==> config.mk <==
export PLATFORM = sky130hd
export DESIGN_NAME = modem_status_ctl
export DESIGN_NICKNAME = d
export VERILOG_FILES = /design/src/rtl/mdm_pkg.sv /design/src/rtl/mdm_rst_sync.sv /design/src/rtl/mdm_sync.sv /design/src/rtl/mdm_ctl_reg.sv /design/src/rtl/mdm_status_core.sv /design/src/rtl/mdm_rd_mux.sv /design/src/rtl/modem_status_ctl.sv
export SDC_FILE = /design/constraint.sdc
export NUM_CORES = 1
export LEC_CHECK = 0
export BUFFER_PORTS_ARGS = -buffer_cell sky130_fd_sc_hd__buf_2
export CAP_MARGIN = 10
export CORE_MARGIN = 3
export CORE_UTILIZATION = 47
export CTS_CLUSTER_SIZE = 24
export DETAILED_ROUTE_END_ITERATION = 8
export GPL_TIMING_DRIVEN = 0
export PLACE_DENSITY = 0.75
export SLEW_MARGIN = 5
export SYNTH_ARGS = -nofsm -noshare
export SYNTH_HDL_FRONTEND = slang
export SYNTH_SLANG_ARGS = --single-unit
==> constraint.sdc <==
create_clock -name clk -period 1.25 [get_ports clk]
set_input_delay 0.25 -clock clk [delete_from_list [all_inputs] [get_ports clk]]
set_output_delay 0.25 -clock clk [all_outputs]
set_load 0.02 [all_outputs]
==> src/rtl/mdm_pkg.sv <==
package mdm_pkg;

  localparam int NLINES = 4;
  localparam int CTL_W  = 5;
  localparam int REG_W  = 8;

  // Order of members is the bit order of the status nibble (MSB first).
  typedef struct packed {
    logic dcd;
    logic ri;
    logic dsr;
    logic cts;
  } mdm_lines_t;

  // Order of members is the bit order of the control field (MSB first).
  typedef struct packed {
    logic loop;
    logic out2;
    logic out1;
    logic rts;
    logic dtr;
  } mdm_ctl_t;

  localparam mdm_lines_t LINES_RST = '{dcd: 1'b1, ri: 1'b0, dsr: 1'b1, cts: 1'b1};
  localparam mdm_ctl_t   CTL_RST   = '{loop: 1'b0, out2: 1'b1, out1: 1'b0,
                                       rts: 1'b0, dtr: 1'b0};

  // Loopback wiring of control outputs onto status inputs.
  function automatic mdm_lines_t loop_map(input mdm_ctl_t c);
    mdm_lines_t l;
    l.dcd = c.out2;
    l.ri  = c.out1;
    l.dsr = c.dtr;
    l.cts = c.rts;
    return l;
  endfunction

endpackage

==> src/rtl/mdm_rst_sync.sv <==
module mdm_rst_sync #(
  parameter int STAGES = 2
) (
  input  logic clk,
  input  logic arst_n,
  output logic rst_out_n
);
  logic [STAGES-1:0] chain_q;
  logic [STAGES-1:0] chain_d;

  always_comb begin
    chain_d = {chain_q[STAGES-2:0], 1'b1};
  end

  always_ff @(posedge clk or negedge arst_n) begin
    if (!arst_n) chain_q <= '0;
    else         chain_q <= chain_d;
  end

  assign rst_out_n = chain_q[STAGES-1];
endmodule

==> src/rtl/mdm_sync.sv <==
module mdm_sync #(
  parameter int               WIDTH  = 4,
  parameter int               STAGES = 2,
  parameter logic [WIDTH-1:0] RST_VAL = '0
) (
  input  logic             clk,
  input  logic             rst_n,
  input  logic [WIDTH-1:0] d,
  output logic [WIDTH-1:0] q
);
  for (genvar i = 0; i < WIDTH; i++) begin : g_bit
    logic [STAGES-1:0] stg_q;
    logic [STAGES-1:0] stg_d;

    always_comb begin
      stg_d = {stg_q[STAGES-2:0], d[i]};
    end

    always_ff @(posedge clk or negedge rst_n) begin
      if (!rst_n) stg_q <= {STAGES{RST_VAL[i]}};
      else        stg_q <= stg_d;
    end

    assign q[i] = stg_q[STAGES-1];
  end
endmodule

==> src/rtl/mdm_ctl_reg.sv <==
module mdm_ctl_reg
  import mdm_pkg::*;
(
  input  logic             clk,
  input  logic             rst_n,
  input  logic             wr,
  input  logic [REG_W-1:0] wdata,
  output mdm_ctl_t         ctl
);
  mdm_ctl_t ctl_q;
  mdm_ctl_t ctl_d;

  always_comb begin
    ctl_d = mdm_ctl_t'(wdata[CTL_W-1:0]);
  end

  always_ff @(posedge clk or negedge rst_n) begin
    if (!rst_n)  ctl_q <= CTL_RST;
    else if (wr) ctl_q <= ctl_d;
  end

  assign ctl = ctl_q;
endmodule

==> src/rtl/mdm_status_core.sv <==
module mdm_status_core
  import mdm_pkg::*;
(
  input  logic              clk,
  input  logic              rst_n,
  input  mdm_lines_t        line_s,
  input  logic              loop,
  input  logic              rd,
  output logic [NLINES-1:0] stat,
  output logic [NLINES-1:0] delta,
  output logic              any
);
  mdm_lines_t        stat_q;
  mdm_lines_t        stat_d;
  logic [NLINES-1:0] delta_q;
  logic [NLINES-1:0] delta_d;
  logic [NLINES-1:0] evt;
  mdm_lines_t        chg;
  logic              upd_en;
  logic              clr;

  always_comb begin
    chg      = line_s ^ stat_q;
    evt[3]   = chg.dcd;
    evt[2]   = stat_q.ri & ~line_s.ri;   // trailing edge only
    evt[1]   = chg.dsr;
    evt[0]   = chg.cts;
    upd_en   = ~loop;
    clr      = rd & ~loop;
    // a new event beats a clearing read
    delta_d  = (delta_q & ~{NLINES{clr}}) | evt;
    stat_d   = line_s;
  end

  always_ff @(posedge clk or negedge rst_n) begin
    if (!rst_n) begin
      stat_q  <= LINES_RST;
      delta_q <= '0;
    end else if (upd_en) begin
      stat_q  <= stat_d;
      delta_q <= delta_d;
    end
  end

  assign stat  = stat_q;
  assign delta = delta_q;
  assign any   = |delta_q;
endmodule

==> src/rtl/mdm_rd_mux.sv <==
module mdm_rd_mux
  import mdm_pkg::*;
(
  input  mdm_ctl_t          ctl,
  input  logic [NLINES-1:0] stat,
  input  logic [NLINES-1:0] delta,
  output logic [REG_W-1:0]  rdata
);
  always_comb begin
    if (ctl.loop) rdata = {loop_map(ctl), {NLINES{1'b0}}};
    else          rdata = {stat, delta};
  end
endmodule

==> src/rtl/modem_status_ctl.sv <==
module modem_status_ctl
  import mdm_pkg::*;
#(
  parameter int SYNC_STAGES = 2,
  parameter int RST_STAGES  = 2
) (
  input  logic       clk,
  input  logic       rst_n,
  input  logic       ctl_wr,
  input  logic [7:0] ctl_wdata,
  output logic [4:0] ctl_q,
  input  logic       sts_rd,
  output logic [7:0] sts_rdata,
  input  logic       pin_cts,
  input  logic       pin_dsr,
  input  logic       pin_dcd,
  input  logic       pin_ri,
  output logic       delta_any
);
  logic              rst_core_n;
  mdm_lines_t        pins_raw;
  logic [NLINES-1:0] sync_vec;
  mdm_lines_t        line_sync;
  mdm_ctl_t          ctl;
  logic [NLINES-1:0] stat_q;
  logic [NLINES-1:0] delta_q;

  mdm_rst_sync #(.STAGES(RST_STAGES)) u_rst (
    .clk(clk), .arst_n(rst_n), .rst_out_n(rst_core_n)
  );

  always_comb begin
    pins_raw.dcd = pin_dcd;
    pins_raw.ri  = pin_ri;
    pins_raw.dsr = pin_dsr;
    pins_raw.cts = pin_cts;
  end

  mdm_sync #(.WIDTH(NLINES), .STAGES(SYNC_STAGES), .RST_VAL(LINES_RST)) u_sync (
    .clk(clk), .rst_n(rst_core_n), .d(pins_raw), .q(sync_vec)
  );
  assign line_sync = mdm_lines_t'(sync_vec);

  mdm_ctl_reg u_ctl (
    .clk(clk), .rst_n(rst_core_n), .wr(ctl_wr), .wdata(ctl_wdata), .ctl(ctl)
  );

  mdm_status_core u_core (
    .clk(clk), .rst_n(rst_core_n), .line_s(line_sync), .loop(ctl.loop),
    .rd(sts_rd), .stat(stat_q), .delta(delta_q), .any(delta_any)
  );

  mdm_rd_mux u_mux (
    .ctl(ctl), .stat(stat_q), .delta(delta_q), .rdata(sts_rdata)
  );

  assign ctl_q = ctl;
endmodule

# Word-level counts from Yosys, hierarchy flattened
# Cells that the tools add are included.
[word_totals]
reg_bits = 23
in_bits = 16
output_inout_bits = 14
word_cells = 25
[classes]
mux = 1
n_bitwise = 8
reduce_logical = 1
[ops]
columns = ["op", "n"]
rows = [
  ["$mux 8", 1],
  ["$and 4x4->4", 1],
  ["$not 4->4", 1],
  ["$or 4x4->4", 1],
  ["$reduce_or 4->1", 1],
  ["$xor 4x4->4", 1],
  ["$and 1x1->1", 2],
  ["$not 1->1", 2],
]

# Logic depth before layout (Yosys ltp)
[logic_depth]
ltp_word = 5
depth_mapped = 4
mapped_depth_nobuf = 2

# Modules after synthesis
# From an unflattened synthesis, not the netlist that was laid out.
[unflattened]
cells_unflattened = 57
area_unflattened_um2 = 923.4
[modules_own_cells]
columns = ["module", "instances", "cells_each", "area_each_um2", "seq_area_each_um2"]
rows = [
  ["mdm_status_core", 1, 23, 342.8, 203.9],
  ["mdm_sync", 1, 12, 237.7, 207.7],
  ["mdm_ctl_reg", 1, 10, 182.7, 126.4],
  ["mdm_rd_mux", 1, 9, 106.4, 0.0],
  ["mdm_rst_sync", 1, 3, 53.8, 50.0],
]

# Worst setup path after synthesis
# Ideal clock, no wire load.
[synth_path]
kind = "register to output"
start = "register u_core.delta_q[2] (netlist: u_core.delta[2])"
end = "output port delta_any"
t_arrival_ps = 991
t_required_ps = 1000
path_slack_ps = 9
stages_incl_launch_ff = 2
path_buffers = 0
cell_sequence = "dfrtp_1 -> or4_1"
[synth_between]
elab_chain_cells = 1
[synth_lines]
columns = ["element", "line", "rtl"]
rows = [
  ["start, declared", "mdm_status_core.sv:15", "logic [NLINES-1:0] delta_q;"],
  ["start signal, assigned", "mdm_status_core.sv:41", "delta_q <= delta_d;"],
  ["$reduce_or 4->1", "mdm_status_core.sv:47", "assign any = |delta_q;"],
  ["end, declared", "modem_status_ctl.sv:18", "output logic delta_any"],
]
# Every way passes these cells.

# Final worst setup path
[layout_path]
start = "register, netlist name u_ctl.ctl[4]"
end = "output port sts_rdata[6]"
[layout_between]
elab_chain_cells = 1
[layout_lines]
columns = ["element", "line", "rtl"]
rows = [
  ["$mux 8", "mdm_rd_mux.sv:10", "if (ctl.loop) rdata = {loop_map(ctl), {NLINES{1'b0}}};"],
  ["end, declared", "modem_status_ctl.sv:13", "output logic [7:0] sts_rdata,"],
]
# Every way passes these cells.

==> summary.md <==
| Metric | Value |
|---|---|
| Buffers on Ports | 26 |
| Status | finished, violations left |
| Post-layout minimum cycle time | ~1.6 ns |
| Psw | about 0.47 mW |
| Power consumption | between 1.5 and 2 mW |
| Clk root buf | clkbuf_4 |
| Post-route ant nets | 0 |
| Share of layout cells above drive strength 1 | 0.702 |
| CTS sink cnt | 23 |
| Worst Slack Setup Final | -0.380 ns |
| Total CTS buffers | 3 |
| Worst skew pair latency | between 0.2 and 0.3 ns |
| Hold Path Depth | 1 |
| Maximum clock path buffer count | 2 |
| GPL Wtd Cong | 0.718 |
| Worst Path Max Fanout | 6 |
| Slew HR | 0.477 |
| Setup_tns | -2.94 ns |
| Pwr per Cell Area | approximately 1400 nW/um^2 |
| Reg2reg start | u_ctl.ctl[4] |
| LEAKAGE | 0.568 nW |
| H-tree levels | 1 |
| Routed len/inst | around 13 um |
| Multi-input gate area | 272 um^2 |
| Antenna diode count | 0 |
| R2R Setup Slk | about 0.1 ns |
| Vias per inst | ~4.7 |
| Width of the chip | a little under 50 um |
| Max VDD drop | roughly 0.00093 V |
| Mapped Nets | 70 |
| Mapped Area | between 800 and 900 um^2 |
| Post-synth top area share | 0.366 |
| Final Max Slew Viols | 0 |
| Mean post-synth cell area | 16.5 um^2 |
| Final setup fails | 9 |
| Ports | 30 |
| Layout Nets | approximately 110 |
| Highest clock rate | approximately 0.6 GHz |
| Startpoint types | register |
| Fin Hold WS | approximately 0.045 ns |
| Final HPWL DP | ~1000 um |
| Post-layout util | 0.699 |
| First-pass GRT wire length | between 2000 and 3000 um |
| Synth top area cells | dfrtp_1 (37%), dfstp_2 (30%), mux2_2 (15%) |
| CP startpoint | u_ctl.ctl[4] |
| Critical path class | reg2out |
| Endpoints failing hold | 0 |
| Sw Share | 0.268 |
| # DRC | 0 |
| # rows | 15 |
| Distinct cells, synth | 16 |
| Core ar. | 1760 um^2 |
| Ys Warns | 0 |
| HP Start | pin_cts |
| Slew at the pin with the worst max-slew slack | approximately 0.8 ns |
| Residual overflow from global routing | 0 |
| Starting DRT DRC Count | 0 |
| Crit share post-route | 1.30 |
| Initial antenna violation count | 0 |
| CP required | 1.00 ns |
| Die span in y | slightly below 50 um |
| Pin count of the biggest net entering global routing | 22 |
| Worst Path Arrival | ~1.4 ns |
| Post-synth top area cell | dfrtp_1 |
| MaxCap Viol Count | 0 |
| Drt pass-1 iters | 1 |
| R2R cell count | 4 |
| Initial Util | 0.504 |
| Synth-to-layout area growth | 38.5% |
| Internal | roughly 1.3 mW |
| Die area | around 2500 um^2 |
| Commonest non-fill, non-tap cell in the layout | buf_2 |
| Register Area | approximately 590 um^2 |
| Failing checks | negative setup slack |
| RSZ-0062 raised after global routing | true |
| Synthesis-stage register bit count | 23 |
| Most frequent cells in the layout | buf_2 (15), dfrtp_1 (13), mux2_2 (12) |
| Post-synthesis cell count | 54 |
| Worst setup EP type | primary output |
| Final wirelength | about 1600 um |
| Via count | approximately 560 |
| Logic gate share of total power | 0.293 |
| CTS clk-pin slew, worst paths | around 0.11 ns |
| Reg2reg end | u_ctl.ctl[4] |
| Reg power frac | 0.527 |
| Clk pwr share | 0.180 |
| Vias in the first global route | around 560 |
| Clock Skews | around 0.0023 ns |
| Post-synthesis sequential area ratio | 0.661 |
| CTS tree | yes |
| Fillers | 152 |
| Min-Delay Path Class | in2reg |
| Global-route usage over all layers | 0.143 |
| Hold endpoint | u_sync.g_bit[0].stg_q[0] |
critical path: stages, from the launching register on:
cell and delay, ns:
dfrtp_1 0.40, buf_6 0.14, buf_8 0.12, mux2_4 0.30, buf_6 0.13
cells by family (layout without fill, tap and decap cells):
logic type	Yosys count	in the layout	synth area share
simple gates	7	7	0.0591
buf+inv	3	43	0.0380
other cells	1	1	0.00422
mux	13	13	0.169
compound gates	4	4	0.0394
xor+xnor	3	3	0.0295
flops	23	23	0.661
Yosys cell counts (all sizes together):
library cell,n
or4,1
dfrtp,13
and2b,2
nor2,1
mux2,13
o2bb2ai,3
xnor2,3
a22o,1
nand2b,1
buf,3
conb,1
nor2b,2
dfstp,10
state kept, by name, indices dropped and copies added (netlist names):
name and flops:
u_core.delta 4, u_sync.g_bit.stg_q 8, u_rst.chain_q 2, u_ctl.ctl 5
u_core.stat 4
final cells by class:
cell class                 count  share of cell area
clock buffer                   4              0.0213
buffer                         3              0.0274
timing repair buffer          36               0.228
sequential                    23               0.477
tap                           25              0.0254
multi-input combinational     28               0.220
power groups by stage:
stage | logic [mW] | clock network [mW] | registers (mW)
after floorplan | 0.244 | 0 | 0.930
after global placement | 0.355 | 0 | 0.927
after detailed placement | 0.362 | 0 | 0.935
after CTS | 0.482 | 0.332 | 0.921
after global routing | 0.549 | 0.370 | 0.938
final | 0.512 | 0.314 | 0.921
how the worst max path moves through the flow:
stage / endpoint / slack (ns)
6_report: sts_rdata[6] / -0.38
5_1_grt: sts_rdata[6] / -0.44
2_1_floorplan: delta_any / 0.009
4_1_cts: sts_rdata[6] / -0.40
3_3_place_gp: sts_rdata[6] / -0.10
3_5_place_dp: sts_rdata[6] / -0.11
repair_timing:
item | in CTS | in global routing
hold buffers | 1 | 0
setup endpoints to repair | 10 | 11
gates cloned | 0 | 0
pin swaps | 0 | 0
buffers inserted | 7 | 2
gates resized for setup | 18 | 3
hold endpoints to repair | 2 | 0
through the flow:
stage          instances  setup slack, ns  cell area (um^2)
2_1_floorplan         54          0.00896               890
3_3_place_gp         105           -0.100              1050
3_5_place_dp         105           -0.106              1050
4_1_cts              117           -0.399              1210
5_1_grt              119           -0.442              1230
6_report             119           -0.380              1230
per-layer routing:
| layer | share of wire | wire [um] | vias to the layer above | global-route usage |
|---|---|---|---|---|
| met5 | 0 | 0 | - | 0 |
| met4 | 0.0069 | 11 | 0 | 0.0415 |
| met3 | 0.035 | 55 | 2 | 0.0272 |
| met2 | 0.56 | 890 | 12 | 0.263 |
| met1 | 0.40 | 631 | 281 | 0.167 |
| li1 | - | - | 261 | - |
No activity file was read; power rests on OpenSTA's default activity.
